[config.mk]
export PLATFORM = sky130hd
export DESIGN_NAME = corr_engine
export DESIGN_NICKNAME = d
export VERILOG_FILES = /design/src/rtl/corr_pkg.sv /design/src/rtl/corr_window.sv /design/src/rtl/corr_lanes.sv /design/src/rtl/corr_drain.sv /design/src/rtl/corr_engine.sv
export SDC_FILE = /design/constraint.sdc
export NUM_CORES = 2
export LEC_CHECK = 0
export BUFFER_PORTS_ARGS = -buffer_cell sky130_fd_sc_hd__buf_2
export CAP_MARGIN = 25
export CORE_UTILIZATION = 32
export CTS_BUF_LIST = sky130_fd_sc_hd__clkbuf_2 sky130_fd_sc_hd__clkbuf_4 sky130_fd_sc_hd__clkbuf_8
export CTS_CLUSTER_DIAMETER = 80
export DETAILED_ROUTE_END_ITERATION = 6
export PLACE_DENSITY = 0.59
export RECOVER_POWER = 100
export SKIP_LAST_GASP = 1
export SYNTH_ARGS = -nofsm -noshare
export SYNTH_HDL_FRONTEND = slang
export SYNTH_SLANG_ARGS = --single-unit
[constraint.sdc]
create_clock -name clk -period 9.4 [get_ports clk]
set_clock_uncertainty 0.05 [all_clocks]
set_input_delay 0.94 -clock clk [delete_from_list [all_inputs] [get_ports clk]]
set_output_delay 0.94 -clock clk [all_outputs]
set_load 0.02 [all_outputs]
[src/rtl/corr_pkg.sv]
package corr_pkg;

    // Default widths of the engine.
    localparam int CORR_DATA_W = 16;
    localparam int CORR_ACC_W  = 40;

    // Per-cycle sequencing qualifiers derived from the pass position.
    typedef struct packed {
        logic valid;   // a sample pair is accepted this cycle
        logic first;   // it is the first sample of a pass
        logic last;    // it is the last sample of a pass
    } corr_step_t;

endpackage

[src/rtl/corr_window.sv]
// Shift window over the shifted stream. taps_o shows the contents
// after the current shift, so tap j carries the sample of j steps ago.
module corr_window #(
    parameter int DATA_W = 16,
    parameter int LANES  = 4
) (
    input  logic                          clk,
    input  logic                          rst_n,
    input  logic                          shift_i,
    input  logic                          clear_i,
    input  logic [DATA_W-1:0]             din_i,
    output logic [LANES-1:0][DATA_W-1:0]  taps_o
);

    typedef struct packed {
        logic [LANES-1:0][DATA_W-1:0] cells;
    } win_t;

    win_t win_d, win_q;
    logic [LANES-1:0][DATA_W-1:0] taps_v;

    always_comb begin
        taps_v[0] = din_i;
        for (int j = 1; j < LANES; j++) begin
            taps_v[j] = clear_i ? '0 : win_q.cells[j-1];
        end
        win_d = win_q;
        if (shift_i) begin
            win_d.cells = taps_v;
        end
    end

    always_ff @(posedge clk or negedge rst_n) begin
        if (!rst_n) begin
            win_q <= '0;
        end else begin
            win_q <= win_d;
        end
    end

    assign taps_o = taps_v;

    generate
        if (LANES > 1) begin : g_clear_chk
            // a pass start leaves only the newest sample in the window
            p_clear_window_r6: assert property (@(posedge clk) disable iff (!rst_n)
                (shift_i && clear_i) |=> (win_q.cells[1] == '0));
        end
    endgenerate

endmodule

[src/rtl/corr_lanes.sv]
// Multiply-accumulate array: one reference sample against every tap.
module corr_lanes #(
    parameter int DATA_W = 16,
    parameter int ACC_W  = 40,
    parameter int LANES  = 4
) (
    input  logic                          clk,
    input  logic                          rst_n,
    input  logic                          valid_i,
    input  logic                          first_i,
    input  logic [DATA_W-1:0]             ref_i,
    input  logic [LANES-1:0][DATA_W-1:0]  taps_i,
    output logic [LANES-1:0][ACC_W-1:0]   sums_o
);

    localparam int PROD_W = 2 * DATA_W;

    typedef struct packed {
        logic [LANES-1:0][ACC_W-1:0] acc;
    } lanes_t;

    lanes_t lanes_d, lanes_q;
    logic signed [PROD_W-1:0] prod [LANES];
    logic [LANES-1:0][ACC_W-1:0] sum_v;

    generate
        for (genvar j = 0; j < LANES; j++) begin : g_mul
            assign prod[j] = $signed(ref_i) * $signed(taps_i[j]);
        end
    endgenerate

    always_comb begin
        for (int j = 0; j < LANES; j++) begin
            sum_v[j] = (first_i ? '0 : lanes_q.acc[j]) + ACC_W'(prod[j]);
        end
        lanes_d = lanes_q;
        if (valid_i) begin
            lanes_d.acc = sum_v;
        end
    end

    always_ff @(posedge clk or negedge rst_n) begin
        if (!rst_n) begin
            lanes_q <= '0;
        end else begin
            lanes_q <= lanes_d;
        end
    end

    assign sums_o = sum_v;

    generate
        if (LANES > 1) begin : g_restart_chk
            // the highest lane sees only a cleared tap on the first sample
            p_lane_restart_r6: assert property (@(posedge clk) disable iff (!rst_n)
                (valid_i && first_i) |=> (lanes_q.acc[LANES-1] == '0));
        end
    endgenerate

endmodule

[src/rtl/corr_drain.sv]
// Holds a finished pass and presents one lane per cycle, lowest lag first.
module corr_drain #(
    parameter int ACC_W    = 40,
    parameter int LANES    = 4,
    parameter int NUM_LAGS = 16,
    localparam int LAG_W   = (NUM_LAGS > 1) ? $clog2(NUM_LAGS) : 1,
    localparam int IDX_W   = (LANES > 1) ? $clog2(LANES) : 1
) (
    input  logic                         clk,
    input  logic                         rst_n,
    input  logic                         load_i,
    input  logic [LAG_W-1:0]             base_i,
    input  logic                         fin_i,
    input  logic [LANES-1:0][ACC_W-1:0]  sums_i,
    output logic                         out_valid,
    output logic [LAG_W-1:0]             out_lag,
    output logic [ACC_W-1:0]             out_data,
    output logic                         out_last
);

    typedef struct packed {
        logic                        valid;
        logic [IDX_W-1:0]            idx;
        logic [LAG_W-1:0]            base;
        logic                        fin;
        logic [LANES-1:0][ACC_W-1:0] hold;
    } drain_t;

    drain_t dr_d, dr_q;
    logic   at_end;

    assign at_end = (dr_q.idx == IDX_W'(LANES - 1));

    always_comb begin
        dr_d = dr_q;
        if (dr_q.valid) begin
            if (at_end) begin
                dr_d.valid = 1'b0;
            end else begin
                dr_d.idx = dr_q.idx + IDX_W'(1);
                for (int j = 0; j < LANES - 1; j++) begin
                    dr_d.hold[j] = dr_q.hold[j+1];
                end
                dr_d.hold[LANES-1] = '0;
            end
        end
        if (load_i) begin
            dr_d.valid = 1'b1;
            dr_d.idx   = '0;
            dr_d.base  = base_i;
            dr_d.fin   = fin_i;
            dr_d.hold  = sums_i;
        end
    end

    always_ff @(posedge clk or negedge rst_n) begin
        if (!rst_n) begin
            dr_q <= '0;
        end else begin
            dr_q <= dr_d;
        end
    end

    assign out_valid = dr_q.valid;
    assign out_lag   = dr_q.base + LAG_W'(dr_q.idx);
    assign out_data  = dr_q.hold[0];
    assign out_last  = dr_q.valid && dr_q.fin && at_end;

    // inside one drain the lag climbs by exactly one per cycle
    p_lag_step_r3: assert property (@(posedge clk) disable iff (!rst_n)
        (out_valid && $past(out_valid) && !$past(load_i))
            |-> (out_lag == LAG_W'($past(out_lag) + LAG_W'(1))));

    // the end marker only accompanies the highest lag
    p_last_lag_r4: assert property (@(posedge clk) disable iff (!rst_n)
        out_last |-> (out_valid && (out_lag == LAG_W'(NUM_LAGS - 1))));

endmodule

[src/rtl/corr_engine.sv]
module corr_engine
    import corr_pkg::*;
#(
    parameter int DATA_W   = CORR_DATA_W,
    parameter int ACC_W    = CORR_ACC_W,
    parameter int SIG_LEN  = 32,
    parameter int LANES    = 4,
    parameter int NUM_LAGS = 16,
    localparam int LAG_W   = (NUM_LAGS > 1) ? $clog2(NUM_LAGS) : 1
) (
    input  logic              clk,
    input  logic              rst_n,
    input  logic              in_valid,
    input  logic [DATA_W-1:0] in_ref,
    input  logic [DATA_W-1:0] in_shf,
    output logic              out_valid,
    output logic [LAG_W-1:0]  out_lag,
    output logic [ACC_W-1:0]  out_data,
    output logic              out_last
);

    localparam int PASSES = NUM_LAGS / LANES;
    localparam int POS_W  = (SIG_LEN > 1) ? $clog2(SIG_LEN) : 1;
    localparam int PASS_W = (PASSES > 1) ? $clog2(PASSES) : 1;

    typedef struct packed {
        logic [POS_W-1:0]  pos;
        logic [PASS_W-1:0] pass;
    } seq_t;

    seq_t       seq_d, seq_q;
    corr_step_t step;
    logic [LANES-1:0][DATA_W-1:0] taps;
    logic [LANES-1:0][ACC_W-1:0]  sums;
    logic [LAG_W-1:0]             pass_base;
    logic                         pass_fin;

    always_comb begin
        step.valid = in_valid;
        step.first = in_valid && (seq_q.pos == '0);
        step.last  = in_valid && (seq_q.pos == POS_W'(SIG_LEN - 1));

        seq_d = seq_q;
        if (step.last) begin
            seq_d.pos = '0;
            if (seq_q.pass == PASS_W'(PASSES - 1)) begin
                seq_d.pass = '0;
            end else begin
                seq_d.pass = seq_q.pass + PASS_W'(1);
            end
        end else if (step.valid) begin
            seq_d.pos = seq_q.pos + POS_W'(1);
        end

        pass_base = LAG_W'(int'(seq_q.pass) * LANES);
        pass_fin  = (seq_q.pass == PASS_W'(PASSES - 1));
    end

    always_ff @(posedge clk or negedge rst_n) begin
        if (!rst_n) begin
            seq_q <= '0;
        end else begin
            seq_q <= seq_d;
        end
    end

    corr_window #(
        .DATA_W (DATA_W),
        .LANES  (LANES)
    ) u_window (
        .clk     (clk),
        .rst_n   (rst_n),
        .shift_i (step.valid),
        .clear_i (step.first),
        .din_i   (in_shf),
        .taps_o  (taps)
    );

    corr_lanes #(
        .DATA_W (DATA_W),
        .ACC_W  (ACC_W),
        .LANES  (LANES)
    ) u_lanes (
        .clk     (clk),
        .rst_n   (rst_n),
        .valid_i (step.valid),
        .first_i (step.first),
        .ref_i   (in_ref),
        .taps_i  (taps),
        .sums_o  (sums)
    );

    corr_drain #(
        .ACC_W    (ACC_W),
        .LANES    (LANES),
        .NUM_LAGS (NUM_LAGS)
    ) u_drain (
        .clk       (clk),
        .rst_n     (rst_n),
        .load_i    (step.last),
        .base_i    (pass_base),
        .fin_i     (pass_fin),
        .sums_i    (sums),
        .out_valid (out_valid),
        .out_lag   (out_lag),
        .out_data  (out_data),
        .out_last  (out_last)
    );

    // an idle input cycle leaves the pass position untouched
    p_stall_hold_r5: assert property (@(posedge clk) disable iff (!rst_n)
        !in_valid |=> $stable(seq_q));

    // results begin only right after a pass has been completed
    p_drain_start_r3: assert property (@(posedge clk) disable iff (!rst_n)
        $rose(out_valid) |-> $past(step.last));

endmodule

==> flow_metrics.tcl <==
set metrics [dict create \
    status "finished with violations" \
    failed_checks "capacitance limit, slew limit" \
    die_area_sq_um 202000 \
    port-buffer-count 80 \
    final_nets 9432 \
    multiInputGateArea_sq_um 49800 \
    cts-root-buf "clkbuf_8" \
    clk_latency_ns 0.77 \
    dp_slack_ns -0.764 \
    die_h_um 449 \
    synth_area_per_cell_sq_um 9.03 \
    dr.first_iter.drc_count 3328 \
    dr.pass1.iters 5 \
    synth_nets 8676 \
    required_ns 9.99 \
    layout_common_cells "inv_1, fa_1, buf_4" \
    min_from "u_drain.dr_q[164]" \
    worst_slack_ns 0.00251 \
    yosysTopAreaCell "fa_1" \
    syn_inst 7094 \
    setup_tns_ns 0 \
    antenna_found_initial 11 \
    gr-total-overflow 0 \
    drc 0 \
    synth.distinct_cells 91 \
    place_inst 10300 \
    arrival_ns 9.98 \
    hp-class "reg2reg" \
    synth-xor-area-share_pct 4.06 \
    fill_cells 19800 \
    cts_buffer_depth 3 \
    timing.final.crit_share_pct 100 \
    crit_buf_inv 12 \
    max_slew_margin_pct -157 \
    clock.fmax_mhz 106 \
    rsz0062_at_grt "yes" \
    setup_violations 0 \
    fin_area_sq_um 77700 \
    synth_edf_count 0 \
    holdBufCountCts 0 \
    drive_above_1_share_pct 21.3 \
    track_usage_pct 19.8 \
    syn_area_sq_um 64100 \
    seq_area_sq_um 9530 \
    clkSlewWorstSetupHoldPaths_ns 0.06 \
    yosysWarnings 0 \
    grt_pass1_vias 56200 \
    place.gp.congestion 0.914 \
    worst_pin_slew_ns 3.86 \
    slew_viol_final 377 \
    routedWlPerCell_um 18.7 \
    ys_seq_area_share_pct 14.9 \
    viasPerCell 4.97 \
    synthAdderAreaFrac_pct 42.6 \
    place_area_sq_um 73900 \
    layoutNonFillerInstCount 10600 \
    cp_slowest_cell "fa_1" \
    cts_tree "done" \
    startpoint "seq_q[3]" \
    synth_top_flop_cell "dfrtp_1" \
    max_stage_delay_ns 0.57 \
    final_antenna_net_count 0 \
    ys_seq_elements 381 \
    htree_levels 3 \
    max-cap-violations 5 \
    start_util_pct 32.4 \
    core_sq_um 198000 \
    row_count 163 \
    r2r_slack_ns 0.003 \
    async_flop_share_pct 100 \
    yosysTopAreaCellShare_pct 32.9 \
    synth-compound-area-share_pct 9.37 \
    grt_pass1_wl_um 318000 \
    areaGrowthSynthToFinish_pct 21.2 \
    critPathMaxFanout 26 \
    synth_top_family_by_area "adder cells" \
    muxShareOfSynthArea_pct 3.14 \
    yosys-top-cells-area "fa_1, dfrtp_1, ha_1" \
    vias 52500 \
    cts.sinks 381 \
    r2r_start "seq_q[3]" \
    post-route-min-period_ns 9.40 \
    ios 81 \
    synthSimpleGateAreaFrac_pct 16.2 \
    endpoint_kind "register" \
    grt_max_degree 136 \
    totalWireLength_um 198000 \
    hold_violations 0 \
    cts_buffers 79 \
    final_common_cell "inv_1" \
    die_x_um 449 \
    critPathKind "reg2reg" \
    place_hpwl_um 159000 \
    worstSetupStartpointType "register" \
    critical-path-top-delay-family "adder cells" \
]
## worst paths after layout
check / endpoint / depth (start not counted)
worst max register to register: u_lanes.lanes_q[119] / 41
worst min-delay path: u_drain.dr_q[164] / 2
worst max-delay path: u_lanes.lanes_q[119] / 41
min in group asynchronous: seq_q[0] / 1
worst min register to register: u_drain.dr_q[164] / 2
max in group asynchronous: u_drain.dr_q[131] / 3
## state kept, by name (all words and copies together) (netlist names)
name,flops
u_drain.out_valid,1
u_drain.dr_q,125
u_window.win_q,48
seq_q,7
u_drain.out_data,40
u_lanes.lanes_q,160
## layer usage
metal,share of wire (%),vias to the layer above,global-route usage (%)
met1,44,26900,27.2
met4,3.2,6,5.82
met3,5.2,267,2.24
met5,0.018,-,0
met2,47,1272,32.8
li1,-,24000,-
## layout make-up
cell class                 count  share of cell area, %
antenna                        5                 0.0161
clock buffer                 108                   1.80
clock inverter                35                  0.499
inverter                    1209                   5.85
multi-input combinational   5097                   64.1
sequential                   381                   12.3
tap                         2640                   4.25
timing repair buffer        1082                   11.2
## synthesized netlist by cell type (7+ instances only)
cell	n
and3_1	397
o31ai_1	7
buf_4	44
xor2_1	55
nor4_1	9
clkbuf_1	348
a21oi_1	234
and2_1	285
nand2b_1	50
nand3_1	91
mux2_2	166
nor2_1	309
buf_1	13
o21ai_0	187
a211oi_1	18
ha_1	495
a221oi_1	8
dfrtp_1	381
nor2b_1	34
o21bai_1	40
mux2i_1	14
o21a_1	47
or2_2	16
a31oi_1	113
fa_1	1052
a221o_1	7
o211ai_1	10
xnor2_1	232
nor3_1	38
or3_1	15
a22o_1	32
nand2_1	870
a21o_1	119
nand4_1	16
inv_1	1208
a211o_1	7
## what timing repair did
item,CTS,global route
pin swaps,26,182
resized for setup,53,294
endpoints found under the setup margin,38,73
gates cloned,3,6
setup buffers,21,35
## cell families (layout without fill, tap and decap cells)
logic type,after synthesis,after routing
other,0,5
AOI/OAI and AO/OA,924,924
xor gates and xnor gates,291,291
adders and majority gates,1549,1549
and+or+nand+nor,2153,2153
DFF,381,381
muxes,180,180
buffers and inverters,1616,2434
## stage by stage
stage	utilization (%)	hold slack (ns)
after floorplan	-	0.389
after global placement	37.3	0.409
after detailed placement	37.3	0.407
after CTS	38.5	0.0452
after global routing	39.2	0.459
final	39.2	0.425
## worst min-delay path: stages (launching register included)
cell and delay, ns:
dfrtp_1 0.34, nand2_1 0.05, nand2_1 0.06
Power is not shown: default switching activity piles up to over one toggle a cycle in this logic, so the estimate is an artifact.
